`src/rtl/br_unit_pkg.sv`:
```
package br_unit_pkg;

    localparam int OPC_W = 8;
    localparam int BYTE_W = 8;

    typedef enum logic [4:0] {
        K_NONE, K_NOP, K_AJMP, K_ACALL, K_LJMP, K_LCALL, K_RET, K_RETI,
        K_SJMP, K_JC, K_JNC, K_JZ, K_JNZ, K_JB, K_JNB, K_JBC, K_JMPI,
        K_CJ_AI, K_CJ_AD, K_CJ_IND, K_CJ_REG, K_DJ_REG, K_DJ_DIR,
        K_XWR, K_TRAP
    } br_kind_e;

    typedef struct packed {
        br_kind_e   kind;
        logic [1:0] len;
        logic [1:0] cyc;
        logic [2:0] rsel;
    } br_dec_t;

    function automatic br_dec_t br_decode_fn(
        input logic [OPC_W-1:0] opc,
        input logic [3:0]       xm,
        input logic [3:0]       wr_m,
        input logic [3:0]       bk_m
    );
        br_dec_t d;
        d.kind = K_NONE;
        d.rsel = 3'd0;
        if (opc[4:0] == 5'h01)      d.kind = K_AJMP;
        else if (opc[4:0] == 5'h11) d.kind = K_ACALL;
        else begin
            casez (opc)
                8'h00: d.kind = K_NOP;
                8'h02: d.kind = K_LJMP;
                8'h12: d.kind = K_LCALL;
                8'h22: d.kind = K_RET;
                8'h32: d.kind = K_RETI;
                8'h80: d.kind = K_SJMP;
                8'h40: d.kind = K_JC;
                8'h50: d.kind = K_JNC;
                8'h60: d.kind = K_JZ;
                8'h70: d.kind = K_JNZ;
                8'h10: d.kind = K_JBC;
                8'h20: d.kind = K_JB;
                8'h30: d.kind = K_JNB;
                8'h73: d.kind = K_JMPI;
                8'hB4: d.kind = K_CJ_AI;
                8'hB5: d.kind = K_CJ_AD;
                8'b1011_011?: begin d.kind = K_CJ_IND; d.rsel = {2'b00, opc[0]}; end
                8'b1011_1???: begin d.kind = K_CJ_REG; d.rsel = opc[2:0]; end
                8'hD5: d.kind = K_DJ_DIR;
                8'b1101_1???: begin d.kind = K_DJ_REG; d.rsel = opc[2:0]; end
                8'hA5: begin
                    if (xm == wr_m)      d.kind = K_XWR;
                    else if (xm == bk_m) d.kind = K_TRAP;
                end
                default: d.kind = K_NONE;
            endcase
        end
        case (d.kind)
            K_AJMP, K_ACALL, K_SJMP, K_JC, K_JNC, K_JZ, K_JNZ, K_DJ_REG: d.len = 2'd2;
            K_LJMP, K_LCALL, K_JB, K_JNB, K_JBC,
            K_CJ_AI, K_CJ_AD, K_CJ_IND, K_CJ_REG, K_DJ_DIR:              d.len = 2'd3;
            default:                                                    d.len = 2'd1;
        endcase
        case (d.kind)
            K_NONE, K_NOP, K_TRAP: d.cyc = 2'd1;
            default:               d.cyc = 2'd2;
        endcase
        return d;
    endfunction

endpackage

```
`src/rtl/br_decode.sv`:
```
module br_decode
    import br_unit_pkg::*;
#(
    parameter logic [3:0] WR_MODE  = 4'hA,
    parameter logic [3:0] BRK_MODE = 4'h5
) (
    input  logic [OPC_W-1:0] opcode,
    input  logic [3:0]       ext_mode,
    output br_dec_t          dec
);
    always_comb dec = br_decode_fn(opcode, ext_mode, WR_MODE, BRK_MODE);
endmodule

```
`src/rtl/br_eval.sv`:
```
module br_eval
    import br_unit_pkg::*;
(
    input  br_kind_e          kind,
    input  logic [BYTE_W-1:0] acc,
    input  logic              cy_in,
    input  logic              bit_in,
    input  logic [BYTE_W-1:0] opnd,
    input  logic [BYTE_W-1:0] op1,
    input  logic [BYTE_W-1:0] op2,
    output logic              taken,
    output logic [BYTE_W-1:0] disp,
    output logic              cy_out,
    output logic              cy_we,
    output logic [BYTE_W-1:0] dec_val,
    output logic              dec_we,
    output logic              bit_clr
);
    logic [BYTE_W-1:0] lhs, rhs, dm1;

    always_comb begin
        dm1 = opnd - 1'b1;
        lhs = acc;
        rhs = op1;
        case (kind)
            K_CJ_AD:            rhs = opnd;
            K_CJ_IND, K_CJ_REG: lhs = opnd;
            default: ;
        endcase
    end

    always_comb begin
        taken   = 1'b0;
        disp    = op1;
        cy_out  = cy_in;
        cy_we   = 1'b0;
        dec_val = '0;
        dec_we  = 1'b0;
        bit_clr = 1'b0;
        case (kind)
            K_AJMP, K_ACALL, K_LJMP, K_LCALL,
            K_RET, K_RETI, K_SJMP, K_JMPI: taken = 1'b1;
            K_JC:  taken = cy_in;
            K_JNC: taken = ~cy_in;
            K_JZ:  taken = (acc == '0);
            K_JNZ: taken = (acc != '0);
            K_JB:  begin taken = bit_in;  disp = op2; end
            K_JNB: begin taken = ~bit_in; disp = op2; end
            K_JBC: begin taken = bit_in;  disp = op2; bit_clr = bit_in; end
            K_CJ_AI, K_CJ_AD, K_CJ_IND, K_CJ_REG: begin
                taken  = (lhs != rhs);
                disp   = op2;
                cy_we  = 1'b1;
                cy_out = (lhs < rhs);
            end
            K_DJ_REG, K_DJ_DIR: begin
                dec_we  = 1'b1;
                dec_val = dm1;
                taken   = (dm1 != '0);
                disp    = (kind == K_DJ_DIR) ? op2 : op1;
            end
            default: ;
        endcase
    end
endmodule

```
`src/rtl/br_addr.sv`:
```
module br_addr
    import br_unit_pkg::*;
#(
    parameter int ADDR_W = 16
) (
    input  br_kind_e          kind,
    input  logic [1:0]        len,
    input  logic [OPC_W-1:0]  opcode,
    input  logic              taken,
    input  logic [ADDR_W-1:0] inst_pc,
    input  logic [BYTE_W-1:0] op1,
    input  logic [BYTE_W-1:0] op2,
    input  logic [BYTE_W-1:0] disp,
    input  logic [BYTE_W-1:0] acc,
    input  logic [ADDR_W-1:0] dptr,
    input  logic [ADDR_W-1:0] ret_addr,
    output logic [ADDR_W-1:0] seq,
    output logic [ADDR_W-1:0] target
);
    localparam int PAGE_LO = 11;
    logic [ADDR_W-1:0] rel;

    always_comb begin
        seq = inst_pc + ADDR_W'(len);
        rel = seq + {{(ADDR_W-BYTE_W){disp[BYTE_W-1]}}, disp};
        target = seq;
        if (taken) begin
            case (kind)
                K_AJMP, K_ACALL: target = {seq[ADDR_W-1:PAGE_LO], opcode[7:5], op1};
                K_LJMP, K_LCALL: target = ADDR_W'({op1, op2});
                K_RET, K_RETI:   target = ret_addr;
                K_JMPI:          target = dptr + ADDR_W'(acc);
                default:         target = rel;
            endcase
        end
    end
endmodule

```
`src/rtl/br_unit.sv`:
```
module br_unit
    import br_unit_pkg::*;
#(
    parameter int         ADDR_W   = 16,
    parameter logic [3:0] WR_MODE  = 4'hA,
    parameter logic [3:0] BRK_MODE = 4'h5
) (
    input  logic              clk,
    input  logic              rst,
    input  logic [7:0]        opcode,
    input  logic [7:0]        op1,
    input  logic [7:0]        op2,
    input  logic [ADDR_W-1:0] inst_pc,
    input  logic [7:0]        acc,
    input  logic              cy_in,
    input  logic              bit_in,
    input  logic [7:0]        opnd,
    input  logic [ADDR_W-1:0] dptr,
    input  logic [ADDR_W-1:0] ret_addr,
    input  logic [3:0]        ext_mode,
    output logic [1:0]        len,
    output logic [1:0]        cycles,
    output logic              taken,
    output logic [ADDR_W-1:0] target,
    output logic              push_req,
    output logic [ADDR_W-1:0] push_addr,
    output logic              dec_we,
    output logic [7:0]        dec_val,
    output logic              bit_clr,
    output logic              cy_we,
    output logic              cy_out,
    output logic [2:0]        reg_sel,
    output logic              irq_rel,
    output logic              pgm_wr,
    output logic              dptr_inc,
    output logic              brk_req
);
    br_dec_t           dec;
    logic              tk_c, cyo_c, cyw_c, dwe_c, bclr_c;
    logic [7:0]        disp_c, dval_c;
    logic [ADDR_W-1:0] seq_c, tgt_c;
    logic              push_c, rel_c, wr_c, brk_c;

    br_decode #(.WR_MODE(WR_MODE), .BRK_MODE(BRK_MODE)) u_dec (
        .opcode(opcode), .ext_mode(ext_mode), .dec(dec)
    );

    br_eval u_eval (
        .kind(dec.kind), .acc(acc), .cy_in(cy_in), .bit_in(bit_in), .opnd(opnd),
        .op1(op1), .op2(op2), .taken(tk_c), .disp(disp_c), .cy_out(cyo_c),
        .cy_we(cyw_c), .dec_val(dval_c), .dec_we(dwe_c), .bit_clr(bclr_c)
    );

    br_addr #(.ADDR_W(ADDR_W)) u_addr (
        .kind(dec.kind), .len(dec.len), .opcode(opcode), .taken(tk_c),
        .inst_pc(inst_pc), .op1(op1), .op2(op2), .disp(disp_c), .acc(acc),
        .dptr(dptr), .ret_addr(ret_addr), .seq(seq_c), .target(tgt_c)
    );

    assign push_c = (dec.kind == K_ACALL) || (dec.kind == K_LCALL);
    assign rel_c  = (dec.kind == K_RETI);
    assign wr_c   = (dec.kind == K_XWR);
    assign brk_c  = (dec.kind == K_TRAP);

    always_ff @(posedge clk) begin
        if (rst) begin
            len <= '0; cycles <= '0; taken <= 1'b0; target <= '0;
            push_req <= 1'b0; push_addr <= '0; dec_we <= 1'b0; dec_val <= '0;
            bit_clr <= 1'b0; cy_we <= 1'b0; cy_out <= 1'b0; reg_sel <= '0;
            irq_rel <= 1'b0; pgm_wr <= 1'b0; dptr_inc <= 1'b0; brk_req <= 1'b0;
        end else begin
            len       <= dec.len;
            cycles    <= dec.cyc;
            taken     <= tk_c;
            target    <= tgt_c;
            push_req  <= push_c;
            push_addr <= seq_c;
            dec_we    <= dwe_c;
            dec_val   <= dval_c;
            bit_clr   <= bclr_c;
            cy_we     <= cyw_c;
            cy_out    <= cyo_c;
            reg_sel   <= dec.rsel;
            irq_rel   <= rel_c;
            pgm_wr    <= wr_c;
            dptr_inc  <= wr_c;
            brk_req   <= brk_c;
        end
    end

    assert_reset_R1: assert property (@(posedge clk) disable iff (rst)
        $past(rst) |-> (len == 2'd0 && !taken && target == '0 && !push_req));

    assert_undef_R12: assert property (@(posedge clk) disable iff (rst)
        (dec.kind == K_NONE) |-> (!tk_c && dec.len == 2'd1 && dec.cyc == 2'd1 && !dwe_c && !cyw_c));

    assert_bitclr_R7: assert property (@(posedge clk) disable iff (rst)
        bclr_c |-> (tk_c && dec.kind == K_JBC && dec.len == 2'd3));

    assert_strobes_R11: assert property (@(posedge clk) disable iff (rst)
        $onehot0({wr_c, brk_c, push_c, rel_c, dwe_c}));

    assert_carry_R8: assert property (@(posedge clk) disable iff (rst)
        !cyw_c |-> (cyo_c == cy_in));

    assert_djnz_R9: assert property (@(posedge clk) disable iff (rst)
        (dwe_c && tk_c) |-> (dval_c != 8'd0));

    assert_fallthru_R6: assert property (@(posedge clk) disable iff (rst)
        !tk_c |-> (tgt_c == seq_c));
endmodule

```
`config.mk`:
```
export PLATFORM = sky130hd
export DESIGN_NAME = br_unit
export DESIGN_NICKNAME = d
export VERILOG_FILES = /design/src/rtl/br_unit_pkg.sv /design/src/rtl/br_decode.sv /design/src/rtl/br_eval.sv /design/src/rtl/br_addr.sv /design/src/rtl/br_unit.sv
export SDC_FILE = /design/constraint.sdc
export NUM_CORES = 1
export LEC_CHECK = 0
export ABC_AREA = 1
export CORE_ASPECT_RATIO = 0.5
export CORE_MARGIN = 8
export CORE_UTILIZATION = 50
export CTS_BUF_LIST = sky130_fd_sc_hd__clkbuf_16
export CTS_CLUSTER_DIAMETER = 150
export DETAILED_ROUTE_END_ITERATION = 12
export DONT_BUFFER_PORTS = 1
export GPL_TIMING_DRIVEN = 0
export PLACE_DENSITY = 0.73
export SLEW_MARGIN = 40
export SYNTH_ARGS = -nofsm -noshare
export SYNTH_HDL_FRONTEND = slang
export SYNTH_SLANG_ARGS = --single-unit
export TNS_END_PERCENT = 20
```
`constraint.sdc`:
```
create_clock -name clk -period 7.3 [get_ports clk]
set_input_delay 2.19 -clock clk [delete_from_list [all_inputs] [get_ports clk]]
set_output_delay 2.19 -clock clk [all_outputs]
set_load 0.01 [all_outputs]
```
==> load_flow_metrics.sql <==
INSERT INTO impl_metrics (metric_group, metric, value, unit) VALUES
('synthesis', 'synth_seq_area_share', '23.1', '%'),
('critical_path', 'end_kind', 'flip-flop', ''),
('layout', 'layout.nets', '913', ''),
('routing', 'detail_route.first_pass.iterations', '5', ''),
('routing', 'routed_wirelength', '16400', 'um'),
('critical_path', 'critical-path-top-cell-by-count', 'sky130_fd_sc_hd__nand2_1', ''),
('critical_path', 'worstSetupStartpointType', 'primary input', ''),
('floorplanning', 'core_area', '9420', 'um2'),
('routing', 'num_vias', '5184', ''),
('clock_network', 'cts.sink_count', '56', ''),
('layout', 'finish.cell_count_without_fillers', '916', ''),
('power', 'power_density', '168', 'nW/um2'),
('layout', 'area.growth.synth_to_final', '6.61', '%'),
('floorplanning', 'chipHeight', '85.6', 'um'),
('layout', 'drive_above_1_share', '6.02', '%'),
('grt', 'grt_pass1_wl', '25000', 'um'),
('critical_path', 'critical-path-slowest-cell', 'sky130_fd_sc_hd__nor2_1', ''),
('placement', 'hpwl', '13700', 'um'),
('floorplanning', 'die_area', '13300', 'um2'),
('critical_path', 'worst_ep_required_time', '7.54', 'ns'),
('grt', 'grt_pass1_vias', '4625', ''),
('critical_path', 'timing.critical_path.max_delay_family', 'simple AND/OR/NAND/NOR gates', ''),
('sta', 'finalHoldWorstSlack', '1.95', 'ns'),
('synthesis', 'synth_enable_flop_cells', '0', ''),
('grt', 'grt_antenna_before_repair', '0', ''),
('power', 'static-leakage-power', '2.64', 'nW'),
('floorplanning', 'pin_count', '153', ''),
('clock_network', 'max_h_tree_level', '2', ''),
('sta', 'report.final.hold_viol_count', '0', ''),
('synthesis', 'syn-num-nets', '906', ''),
('synthesis', 'ys.flop_type', 'sky130_fd_sc_hd__dfxtp_1', ''),
('clock_network', 'postCtsSetupRepairBufs', '0', ''),
('placement', 'numPortBuffers', '0', ''),
('floorplanning', 'placement_rows', '25', ''),
('sta', 'final-setup-viol-count', '0', ''),
('grt', 'grtUsageTotal', '23.5', '%'),
('placement', 'numPlacedInstances', '908', ''),
('hold_path', 'min-delay-path-class', 'primary input to flip-flop', ''),
('floorplanning', 'die_w', '155', 'um'),
('clock_network', 'cts-buffers-inserted', '5', ''),
('synthesis', 'yosys.cell_types.count', '49', ''),
('sta', 'tightest_slew', '0.664', 'ns'),
('critical_path', 'critical_path_class', 'primary input to flip-flop', ''),
('synthesis', 'netlist_area', '4840', 'um2'),
('critical_path', 'critPathArrivalTime', '7.04', 'ns'),
('routing', 'drt_iter0_drc', '484', ''),
('routing', 'wire_per_inst', '17.9', 'um'),
('clock_network', 'tritoncts_clock_tree', 'done', ''),
('synthesis', 'async_set_reset_flop_share_out_of_synthesis', '0', '%'),
('routing', 'drc_errors', '0', ''),
('grt', 'globalRoute.totalOverflow', '0', ''),
('critical_path', 'crit_fanout', '10', ''),
('sta', 'rsz_0062_raised_after_global_routing', 'false', ''),
('routing', 'drt-vias-per-instance', '5.66', ''),
('hold_path', 'hold_path_depth', '1', ''),
('synthesis', 'syn-mean-instance-area', '6.27', 'um2'),
('outcome', 'outcome', 'finished clean', ''),
('synthesis', 'synthesis.instances', '773', ''),
('sta', 'slew_violations', '0', ''),
('clock_network', 'clockBufferDepth', '2', ''),
('layout', 'total_of_fill_cells_in_the_finished_design', '1011', ''),
('sta', 'final_min_period_over_clock_period', '93.1', '%'),
('placement', 'placed_instance_area', '5020', 'um2'),
('clock_network', 'post_cts.resized_instances', '0', ''),
('layout', 'post-route-cell-area', '5160', 'um2'),
('synthesis', 'synthDominantCellAreaShare', '23.1', '%'),
('sta', 'timing.setup.tns', '0', 'ns'),
('clock_network', 'clkSlewWorstSetupHoldPaths', '0.08', 'ns'),
('flow_run', 'timing.max_cap.violations', '0', ''),
('hold_path', 'timing.hold.worst.start', 'opnd[0]', ''),
('floorplanning', 'initial_utilization', '51.4', '%');
==> flip-flops by register name, indices dropped and copies added, names as in the netlist <==
signal	cells
bit_clr	1
brk_req	1
cy_out	1
cy_we	1
cycles	2
dec_val	8
dec_we	1
dptr_inc	1
irq_rel	1
len	2
push_addr	16
push_req	1
reg_sel	3
taken	1
target	16
==> cells in the final DEF, fill, tap and decap left out, types with 2 or more instances in the layout <==
cell,netlist,layout
sky130_fd_sc_hd__nand2_1,182,182
sky130_fd_sc_hd__inv_1,113,113
sky130_fd_sc_hd__nor2_1,95,95
sky130_fd_sc_hd__dfxtp_1,56,56
sky130_fd_sc_hd__nand3_1,54,54
sky130_fd_sc_hd__a21oi_1,38,38
sky130_fd_sc_hd__ha_1,34,34
sky130_fd_sc_hd__o21ai_0,32,32
sky130_fd_sc_hd__nand4_1,20,20
sky130_fd_sc_hd__nor3_1,21,20
sky130_fd_sc_hd__xor2_1,16,16
sky130_fd_sc_hd__xnor2_1,11,11
sky130_fd_sc_hd__nand2_2,10,10
sky130_fd_sc_hd__a22oi_1,9,9
sky130_fd_sc_hd__clkbuf_1,6,6
sky130_fd_sc_hd__buf_2,6,6
sky130_fd_sc_hd__nor4_1,6,6
sky130_fd_sc_hd__a31oi_1,6,6
sky130_fd_sc_hd__o22ai_1,5,5
sky130_fd_sc_hd__clkbuf_16,0,5
sky130_fd_sc_hd__o211ai_1,4,4
sky130_fd_sc_hd__nor2_2,3,3
sky130_fd_sc_hd__a31o_2,3,3
sky130_fd_sc_hd__buf_4,3,3
sky130_fd_sc_hd__nand3b_1,3,3
sky130_fd_sc_hd__a211oi_1,3,3
sky130_fd_sc_hd__or2_2,3,3
sky130_fd_sc_hd__fa_1,3,3
sky130_fd_sc_hd__inv_2,2,2
sky130_fd_sc_hd__a221oi_1,2,2
sky130_fd_sc_hd__nor3_2,1,2
sky130_fd_sc_hd__nand2_4,2,2
sky130_fd_sc_hd__o21bai_1,2,2
sky130_fd_sc_hd__o221ai_1,2,2
sky130_fd_sc_hd__nor3b_1,2,2
==> where the power goes <==
group          total (mW)  switching (mW)  internal, mW
clock network       0.250           0.121         0.128
logic               0.268           0.170        0.0982
registers           0.349          0.0216         0.328
==> cell type report <==
type | instances | area [um2] | share of cell area [%]
buffer | 16 | 78.8 | 1.53
clock buffer | 5 | 125 | 2.42
clock inverter | 3 | 21.3 | 0.412
inverter | 115 | 432 | 8.36
multi-input combinational | 586 | 3220 | 62.3
sequential | 56 | 1120 | 21.7
tap | 135 | 169 | 3.27
==> per-layer routing <==
| metal | vias to the layer above | GRT usage (%) | routed length, um |
|---|---|---|---|
| met1 | 2355 | 31.3 | 7270 |
| met3 | 20 | 5.47 | 1650 |
| met4 | 0 | 4.90 | 223 |
| li1 | 2564 | - | - |
| met2 | 245 | 38.3 | 7200 |
| met5 | - | 0 | 0 |
==> metrics by stage <==
| step | power [mW] | setup slack, ns |
|---|---|---|
| finish | 0.867 | 0.501 |
| global route | 0.918 | 0.0901 |
| CTS | 0.867 | 0.584 |
| detailed placement | 0.619 | 0.286 |
| global placement | 0.614 | 0.394 |
| floorplan | 0.557 | 1.22 |
==> worst max path at each step <==
stage	start	to	cells after the start
detailed placement	opcode[4]	target[14]	27
CTS	opcode[4]	target[14]	27
floorplan	opcode[4]	target[14]	28
global route	opcode[4]	target[12]	28
finish	opcode[4]	target[14]	27
global placement	opcode[4]	target[14]	27
==> cell usage after synthesis, drive strengths merged, types with 2 or more instances <==
cell type,count
nand3,55
dfxtp,56
nor4,6
clkbuf,6
o22ai,5
a22oi,9
a21oi,39
a31oi,6
nand2,194
o21ai,32
nor3,22
o211ai,4
a31o,3
ha,34
a221oi,2
a211oi,3
fa,3
or2,3
o21bai,2
o221ai,2
nand4,21
inv,115
nor3b,2
nand3b,3
xnor2,11
nor2,99
buf,10
xor2,16
==> logic make-up after synthesis <==
group | synth area share, %
fa+ha+maj | 10.0
buf+inv | 10.5
flops | 23.1
xor+xnor | 4.88
mux | 0.232
compound gates | 14.1
simple gates | 37.0
(Power assumes the default switching activity.)
